$ cat config.mk
export PLATFORM = sky130hd
export DESIGN_NAME = cfg_pla
export DESIGN_NICKNAME = d
export VERILOG_FILES = /design/src/rtl/cfg_pla_pkg.sv /design/src/rtl/cfg_pla_chain.sv /design/src/rtl/cfg_pla_and_plane.sv /design/src/rtl/cfg_pla_or_plane.sv /design/src/rtl/cfg_pla.sv
export SDC_FILE = /design/constraint.sdc
export NUM_CORES = 2
export LEC_CHECK = 0
export ABC_AREA = 1
export BUFFER_PORTS_ARGS = -buffer_cell sky130_fd_sc_hd__buf_2
export CAP_MARGIN = 20
export CORE_MARGIN = 2
export CORE_UTILIZATION = 55
export CTS_CLUSTER_DIAMETER = 50
export CTS_CLUSTER_SIZE = 10
export DETAILED_ROUTE_END_ITERATION = 12
export GPL_TIMING_DRIVEN = 0
export HOLD_SLACK_MARGIN = 0.06
export PLACE_DENSITY = 0.77
export REMOVE_ABC_BUFFERS = 1
export SLEW_MARGIN = 25
export SYNTH_ARGS = -nofsm -noshare
export SYNTH_HDL_FRONTEND = slang
export SYNTH_SLANG_ARGS = --single-unit
$ cat constraint.sdc
create_clock -name clk -period 8.83 [get_ports clk]
set_clock_uncertainty 0.1 [all_clocks]
set_input_delay 2.649 -clock clk [delete_from_list [all_inputs] [get_ports clk]]
set_output_delay 2.649 -clock clk [all_outputs]
set_load 0.01 [all_outputs]
$ cat src/rtl/cfg_pla_pkg.sv
package cfg_pla_pkg;
  localparam int unsigned PLA_N_IN  = 12;
  localparam int unsigned PLA_N_BIO = 10;
  localparam int unsigned PLA_N_LT  = 32;

  // total chain length for a given array shape
  function automatic int unsigned chain_len(input int unsigned n_in,
                                            input int unsigned n_bio,
                                            input int unsigned n_lt);
    int unsigned lits;
    lits = 2 * (n_in + n_bio);
    return (n_lt + n_bio) * lits + n_lt * n_bio + n_bio;
  endfunction
endpackage

$ cat src/rtl/cfg_pla_chain.sv
module cfg_pla_chain #(
  parameter int unsigned LEN = 16
) (
  input  logic           clk,
  input  logic           rst_n,
  input  logic           shift_en,
  input  logic           shift_bit,
  output logic [LEN-1:0] bits
);
  always_ff @(posedge clk or negedge rst_n) begin
    if (!rst_n)        bits <= '0;
    else if (shift_en) bits <= {bits[LEN-2:0], shift_bit};
  end

  assert_hold_R10: assert property (@(posedge clk) disable iff (!rst_n)
    !shift_en |=> $stable(bits));

  assert_shift_in_R3: assert property (@(posedge clk) disable iff (!rst_n)
    shift_en |=> (bits[0] == $past(shift_bit)));
endmodule

$ cat src/rtl/cfg_pla_and_plane.sv
module cfg_pla_and_plane #(
  parameter int unsigned N_SRC = 22,
  parameter int unsigned N_PT  = 42,
  localparam int unsigned N_LIT = 2 * N_SRC
) (
  input  logic                  clk,
  input  logic                  rst_n,
  input  logic [N_SRC-1:0]      src,
  input  logic [N_PT*N_LIT-1:0] cut,
  output logic [N_PT-1:0]       terms
);
  logic [N_LIT-1:0] lits;

  // literal 2s = true, 2s+1 = inverted
  for (genvar s = 0; s < N_SRC; s++) begin : g_lit
    assign lits[2*s]   = src[s];
    assign lits[2*s+1] = ~src[s];
  end

  function automatic logic term_value(input logic [N_LIT-1:0] l,
                                      input logic [N_LIT-1:0] c);
    return &(l | c);
  endfunction

  for (genvar p = 0; p < N_PT; p++) begin : g_term
    logic [N_LIT-1:0] row;
    assign row      = cut[p*N_LIT +: N_LIT];
    assign terms[p] = term_value(lits, row);

    assert_empty_term_R4: assert property (@(posedge clk) disable iff (!rst_n)
      (&row) |-> terms[p]);

    assert_contra_term_R5: assert property (@(posedge clk) disable iff (!rst_n)
      (!row[0] && !row[1]) |-> !terms[p]);
  end
endmodule

$ cat src/rtl/cfg_pla_or_plane.sv
module cfg_pla_or_plane #(
  parameter int unsigned N_LT  = 32,
  parameter int unsigned N_OUT = 10
) (
  input  logic                   clk,
  input  logic                   rst_n,
  input  logic [N_LT-1:0]        terms,
  input  logic [N_LT*N_OUT-1:0]  cut,
  input  logic [N_OUT-1:0]       pol,
  output logic [N_OUT-1:0]       sum,
  output logic [N_OUT-1:0]       out
);
  for (genvar o = 0; o < N_OUT; o++) begin : g_out
    logic [N_LT-1:0] conn;
    for (genvar t = 0; t < N_LT; t++) begin : g_link
      assign conn[t] = ~cut[t*N_OUT + o];
    end
    assign sum[o] = |(terms & conn);
    assign out[o] = sum[o] ^ ~pol[o];
  end

  assert_idle_polarity_R7: assert property (@(posedge clk) disable iff (!rst_n)
    (terms == '0) |-> (out == ~pol));
endmodule

$ cat src/rtl/cfg_pla.sv
module cfg_pla
  import cfg_pla_pkg::*;
#(
  parameter int unsigned N_IN  = PLA_N_IN,
  parameter int unsigned N_BIO = PLA_N_BIO,
  parameter int unsigned N_LT  = PLA_N_LT
) (
  input  logic             clk,
  input  logic             rst_n,
  input  logic             cfg_en,
  input  logic             cfg_data,
  input  logic [N_IN-1:0]  in_pins,
  input  logic [N_BIO-1:0] b_in,
  output logic [N_BIO-1:0] b_out,
  output logic [N_BIO-1:0] b_oe
);
  localparam int unsigned N_SRC    = N_IN + N_BIO;
  localparam int unsigned N_LIT    = 2 * N_SRC;
  localparam int unsigned N_PT     = N_LT + N_BIO;
  localparam int unsigned POL_BITS = N_BIO;
  localparam int unsigned OR_BITS  = N_LT * N_BIO;
  localparam int unsigned AND_BITS = N_PT * N_LIT;
  localparam int unsigned AND_BASE = POL_BITS + OR_BITS;
  localparam int unsigned CFG_LEN  = chain_len(N_IN, N_BIO, N_LT);

  logic [CFG_LEN-1:0] chain;
  logic [N_SRC-1:0]   src;
  logic [N_PT-1:0]    terms;
  logic [N_BIO-1:0]   ctrl_terms;
  logic [N_BIO-1:0]   or_sum;

  cfg_pla_chain #(.LEN(CFG_LEN)) u_chain (
    .clk      (clk),
    .rst_n    (rst_n),
    .shift_en (cfg_en),
    .shift_bit(cfg_data),
    .bits     (chain)
  );

  // pins occupy sources N_IN .. N_SRC-1
  assign src = {b_in, in_pins};

  cfg_pla_and_plane #(.N_SRC(N_SRC), .N_PT(N_PT)) u_and (
    .clk  (clk),
    .rst_n(rst_n),
    .src  (src),
    .cut  (chain[AND_BASE +: AND_BITS]),
    .terms(terms)
  );

  cfg_pla_or_plane #(.N_LT(N_LT), .N_OUT(N_BIO)) u_or (
    .clk  (clk),
    .rst_n(rst_n),
    .terms(terms[N_LT-1:0]),
    .cut  (chain[POL_BITS +: OR_BITS]),
    .pol  (chain[POL_BITS-1:0]),
    .sum  (or_sum),
    .out  (b_out)
  );

  assign ctrl_terms = terms[N_PT-1:N_LT];
  assign b_oe       = ctrl_terms & {N_BIO{~cfg_en}};

  assert_release_in_load_R2: assert property (@(posedge clk) disable iff (!rst_n)
    cfg_en |-> (b_oe == '0));

  assert_driven_matches_sum_R7: assert property (@(posedge clk) disable iff (!rst_n)
    ((b_oe != '0) && (or_sum == '0)) |-> ((b_out & b_oe) == (~chain[POL_BITS-1:0] & b_oe)));
endmodule

==> Word-level counts from Yosys, hierarchy flattened <==
Cells that the tools add are included.
{ "op_classes": {"bitwise_logic": 416, "reduce_logical": 52} }
{ "op_table": {"columns": ["operator", "count"], "rows": [
  ["OR 44 bit", 42],
  ["AND reduction 44 bit", 42],
  ["NOT 1 bit", 353],
  ["bitwise AND 32 bit", 10],
  ["OR reduction 32 bit", 10],
  ["bitwise AND 10 bit", 1],
  ["XOR 1 bit", 10]
]} }
{ "word_totals": {"input_bits": 26, "reg_bits": 2178, "out_inout_bits": 20} }

==> Logic depth before layout (Yosys ltp) <==
{ "depth": {"depth_word": 6, "depth_mapped": 17, "ltp_nobuf": 15} }

==> By module <==
Synthesis repeated with hierarchy kept, for this count alone.
{ "unflattened": {"hier_cells": 14592, "area_unflattened_um2": 103879.6} }
{ "by_module_without_submodules": {"columns": ["mod", "cells_each", "instances", "area_each_um2"], "rows": [
  ["cfg_pla_chain", 9196, 1, 82245.1],
  ["cfg_pla_and_plane", 4413, 1, 17660.7],
  ["cfg_pla_or_plane", 962, 1, 3887.5],
  ["cfg_pla", 21, 1, 86.3]
]} }

==> Worst setup path before layout <==
Ideal clock, no wire load.
{ "synth_path": {"path_kind": "input-to-output", "start": "in in_pins[7]", "end": "out b_oe[0]", "path_buffers": 2, "cell_stages": 7, "path_slack_ns": 2.022, "arrival_ns": 4.059, "path_cell_list": "buf_2 > inv_1 > clkbuf_1 > o21ai_0 > nor4b_1 > nand4_1 > nor4_1"} }
{ "synth_via": {"elab_chain_cells": 4} }
{ "synth_lines": {"columns": ["item", "line_no", "rtl"], "rows": [
  ["from (decl)", "cfg_pla.sv:12", "input logic [N_IN-1:0] in_pins,"],
  ["NOT 1 bit", "cfg_pla_and_plane.sv:17", "assign lits[2*s+1] = ~src[s];"],
  ["OR 44 bit *", "cfg_pla_and_plane.sv:22", "return &(l | c);"],
  ["AND reduction 44 bit *", "cfg_pla_and_plane.sv:22", null],
  ["bitwise AND 10 bit *", "cfg_pla.sv:62", "assign b_oe = ctrl_terms & {N_BIO{~cfg_en}};"],
  ["to (decl)", "cfg_pla.sv:15", "output logic [N_BIO-1:0] b_oe"]
]} }
Mark *: on every way between the ends. The rest lies on a longest branch, timed or not.

==> Worst setup path in the final report <==
{ "layout_path": {"start": "in b_in[6]", "end": "out b_out[5]"} }
{ "layout_via": {"elab_chain_cells": 6, "word_cells_on_any_way": 68} }
{ "layout_lines": {"columns": ["item", "line_no", "rtl"], "rows": [
  ["from (decl)", "cfg_pla.sv:13", "input logic [N_BIO-1:0] b_in,"],
  ["NOT 1 bit", "cfg_pla_and_plane.sv:17", null],
  ["OR 44 bit", "cfg_pla_and_plane.sv:22", null],
  ["AND reduction 44 bit", "cfg_pla_and_plane.sv:22", null],
  ["bitwise AND 32 bit *", "cfg_pla_or_plane.sv:18", "assign sum[o] = |(terms & conn);"],
  ["OR reduction 32 bit *", "cfg_pla_or_plane.sv:18", null],
  ["XOR 1 bit *", "cfg_pla_or_plane.sv:19", "assign out[o] = sum[o] ^ ~pol[o];"],
  ["to (decl)", "cfg_pla.sv:14", "output logic [N_BIO-1:0] b_out,"]
]} }
Marks and branches as above.

==> metrics.txt <==
Post-Layout Cell Count 13,750; most used cell, CP nand2_1; placed cells 13,470; Avg Cell Area, Syn 8.182 um^2; CTS tree yes; Buffers on Ports 45; WL final 245,900 um; Clock Tree Buf Depth 3; Synthesis Warnings 0; Internal Power 17.49 mW; total gr overflow 0; worst skew pair latency 0.88 ns; Worst Path Buf+Inv 5; Sink Count 2,178; unrepaired setup endpoints after global routing false; Slew Limit Fails 0; most frequent cell after synthesis nand2_1; crit path kind in2out; Fin. Hold Viols 0; Yosys top cell by area dfrtp_1; drt wl/cell 17.89 um; Worst slew margin 0.2981; fin util 0.6030; max incr delay on CP 0.69 ns; worst slack on hold paths 0.3607 ns; first-pass GRT wire length 395,200 um; Flop pwr share 0.511; share of cells above drive strength 1 0.03992; minimum clock period 8.742 ns; vias per cell 5.565; Post-synth EDFFs 0; cell count after synthesis 11,710; Core Box Area 0.1734 mm^2; Psw 7.068 mW; Remaining DRCs 0; register area share after synthesis 0.5689; setup violators final 0; GPL Wtd Cong 0.8538; num rows 153; 1st-iter DRT viols 7,960; dpl ws -0.03582 ns; Root Driver clkbuf_16; library cells used by synthesis 30; power share of the combinational group 0.131; dpl hpwl 150,800 um; Power Density 234.8 mW/mm^2; nets@finish 11,420; Largest regs u_chain.bits (2178); Resize count post-CTS 1; Post-Syn Area 0.09580 mm^2; fin crit share 0.9901; GRT Util Overall 0.2769; largest net degree at the start of global routing 211; Clk pwr share 0.358; number of max-cap violations 0; clk slew on worst S/H paths 0.06 ns; post-synthesis register bit count 2,178; crit path from b_in[6]; crit path max fanout 46; setup bufs post-CTS 0; P_leak 47.38 nW; Worst path top cell family by delay simple AND/OR/NAND/NOR gates; vias in the first global route 72,840; initial antenna violation count 2; Crit. path cell count 18; top cells by area, synth dfrtp_1 (57%), o21ai_0 (14%), nand2_1 (14%); HP Class reg2reg; Final WS setup 0.08755 ns; Top reg by flops u_chain.bits; I/O Pins 46; hold depth 2; Crit-path slowest cell clkinv_2; die height 421.4 um; vias 76,510; Die W 421.4 um; cts hold-fix bufs 0; Most used DFF post-synth dfrtp_1; CTS Buf Count 241; critical path cell sequence buf_6 -> buf_16 -> clkinv_2 -> nand2_1 -> nand2_1 -> nand2_1 -> inv_1 -> nand3_1 -> nor2_4 -> nand3_1 -> nand2_1 -> nor2_1 -> nand2_1 -> nor2_1 -> nand2_1 -> nand2_1 -> nand2_1 -> buf_2; Layout Area Growth over Synthesis 9.168%; Least-Margin Pin Slew 1.051 ns; asr flop ratio synth 1.000; Sw Share 0.2878; Initial Util 0.5524; status completed; Worst Path Required 6.08 ns; die area 0.1775 mm^2; drt pass-1 iters 6; antenna viol nets, final 0; FF-to-FF path depth 2; Synth top cells by count nand2_1 (3,619), o21ai_0 (2,740), dfrtp_1 (2,178); critical path endpoint category output port; CTS H-tree lvls 4; critical path launch point type primary input; worst r2r src u_chain.bits[405]; worst hold start u_chain.bits[119]; worst vdd ir 0.0001882 V; max FFs per register 2,178; Worst Path Arrival 5.99 ns; share of the synthesized area in the top cell type 0.5689; Fmax achieved 114.4 MHz
==> tightest hold or removal path, cell delays in order (launching register included) <==
cell	delay (ns)
dfrtp_1	0.35
nand2_1	0.05
o21ai_0	0.06
==> placed cells by master, fill, tap and decap left out, drive strengths merged <==
master    count
nor4         24
a221oi       29
diode         1
nand3       372
nand2      3619
nor2        310
clkinvlp      5
clkbuf      252
o211ai        2
a21oi         7
o2111ai      10
o22ai       101
nand4        62
or4           1
nand3b        1
o21ai      2815
and3b         1
bufinv        1
o221ai       12
clkinv       18
nor4b         2
buf         114
a22oi        13
inv        1471
dfrtp      2178
a2111oi       4
==> power by group through the flow <==
stage                     combinational (mW)  clock [mW]  sequential (mW)
final                                   3.22        8.79             12.5
after global routing                    3.76        9.31             12.7
after CTS                               3.23        8.90             12.5
after detailed placement                3.19           0             12.7
after global placement                  3.17           0             12.8
after floorplan                         2.00           0             12.4
==> cells by family (layout without fill, tap and decap cells) <==
group | after synthesis | in the layout | synth area share
DFF | 2178 | 2178 | 0.5689
and+or+nand+nor | 4392 | 4392 | 0.1827
other | 0 | 1 | 0
buffers and inverters | 2146 | 1861 | 0.08815
AOI/OAI and AO/OA | 2993 | 2993 | 0.1602
==> per-layer routing <==
layer / vias to the layer above / GRT usage / part of all wire
met5: - / 0 / 0
met2: 2580 / 0.4341 / 0.47
met4: 0 / 0.1016 / 0.036
li1: 36380 / - / -
met1: 37070 / 0.3976 / 0.43
met3: 485 / 0.03629 / 0.069
==> per-stage QoR <==
step	power [mW]	TNS (ns)	instance area, um^2
2_1_floorplan	14.44	-3736.23	92870
3_3_place_gp	15.96	-	96010
3_5_place_dp	15.86	-0.03582	98050
4_1_cts	24.66	0	104600
5_1_grt	25.80	0	104600
6_report	24.56	0	104600
==> layout make-up <==
type                    instances  area (um^2)
well taps                    2325         2909
inverters                    1470         5540
clock buffers                 252         6092
fillers                     14620        68850
repair buffers                114         2258
diodes                          1        2.502
clock inverters                25        425.4
multi-input cells            7385        32850
flip-flops and latches       2178        54500
==> final timing paths <==
kind,slack (ns),to
setup / recovery,0.09,b_out[5]
hold / removal,0.36,u_chain.bits[120]
setup reg to reg,7.77,u_chain.bits[406]
hold reg to reg,0.36,u_chain.bits[120]
max in group asynchronous,4.20,u_chain.bits[1193]
min in group asynchronous,1.65,u_chain.bits[790]
No activity file was read; power rests on OpenSTA's default activity.
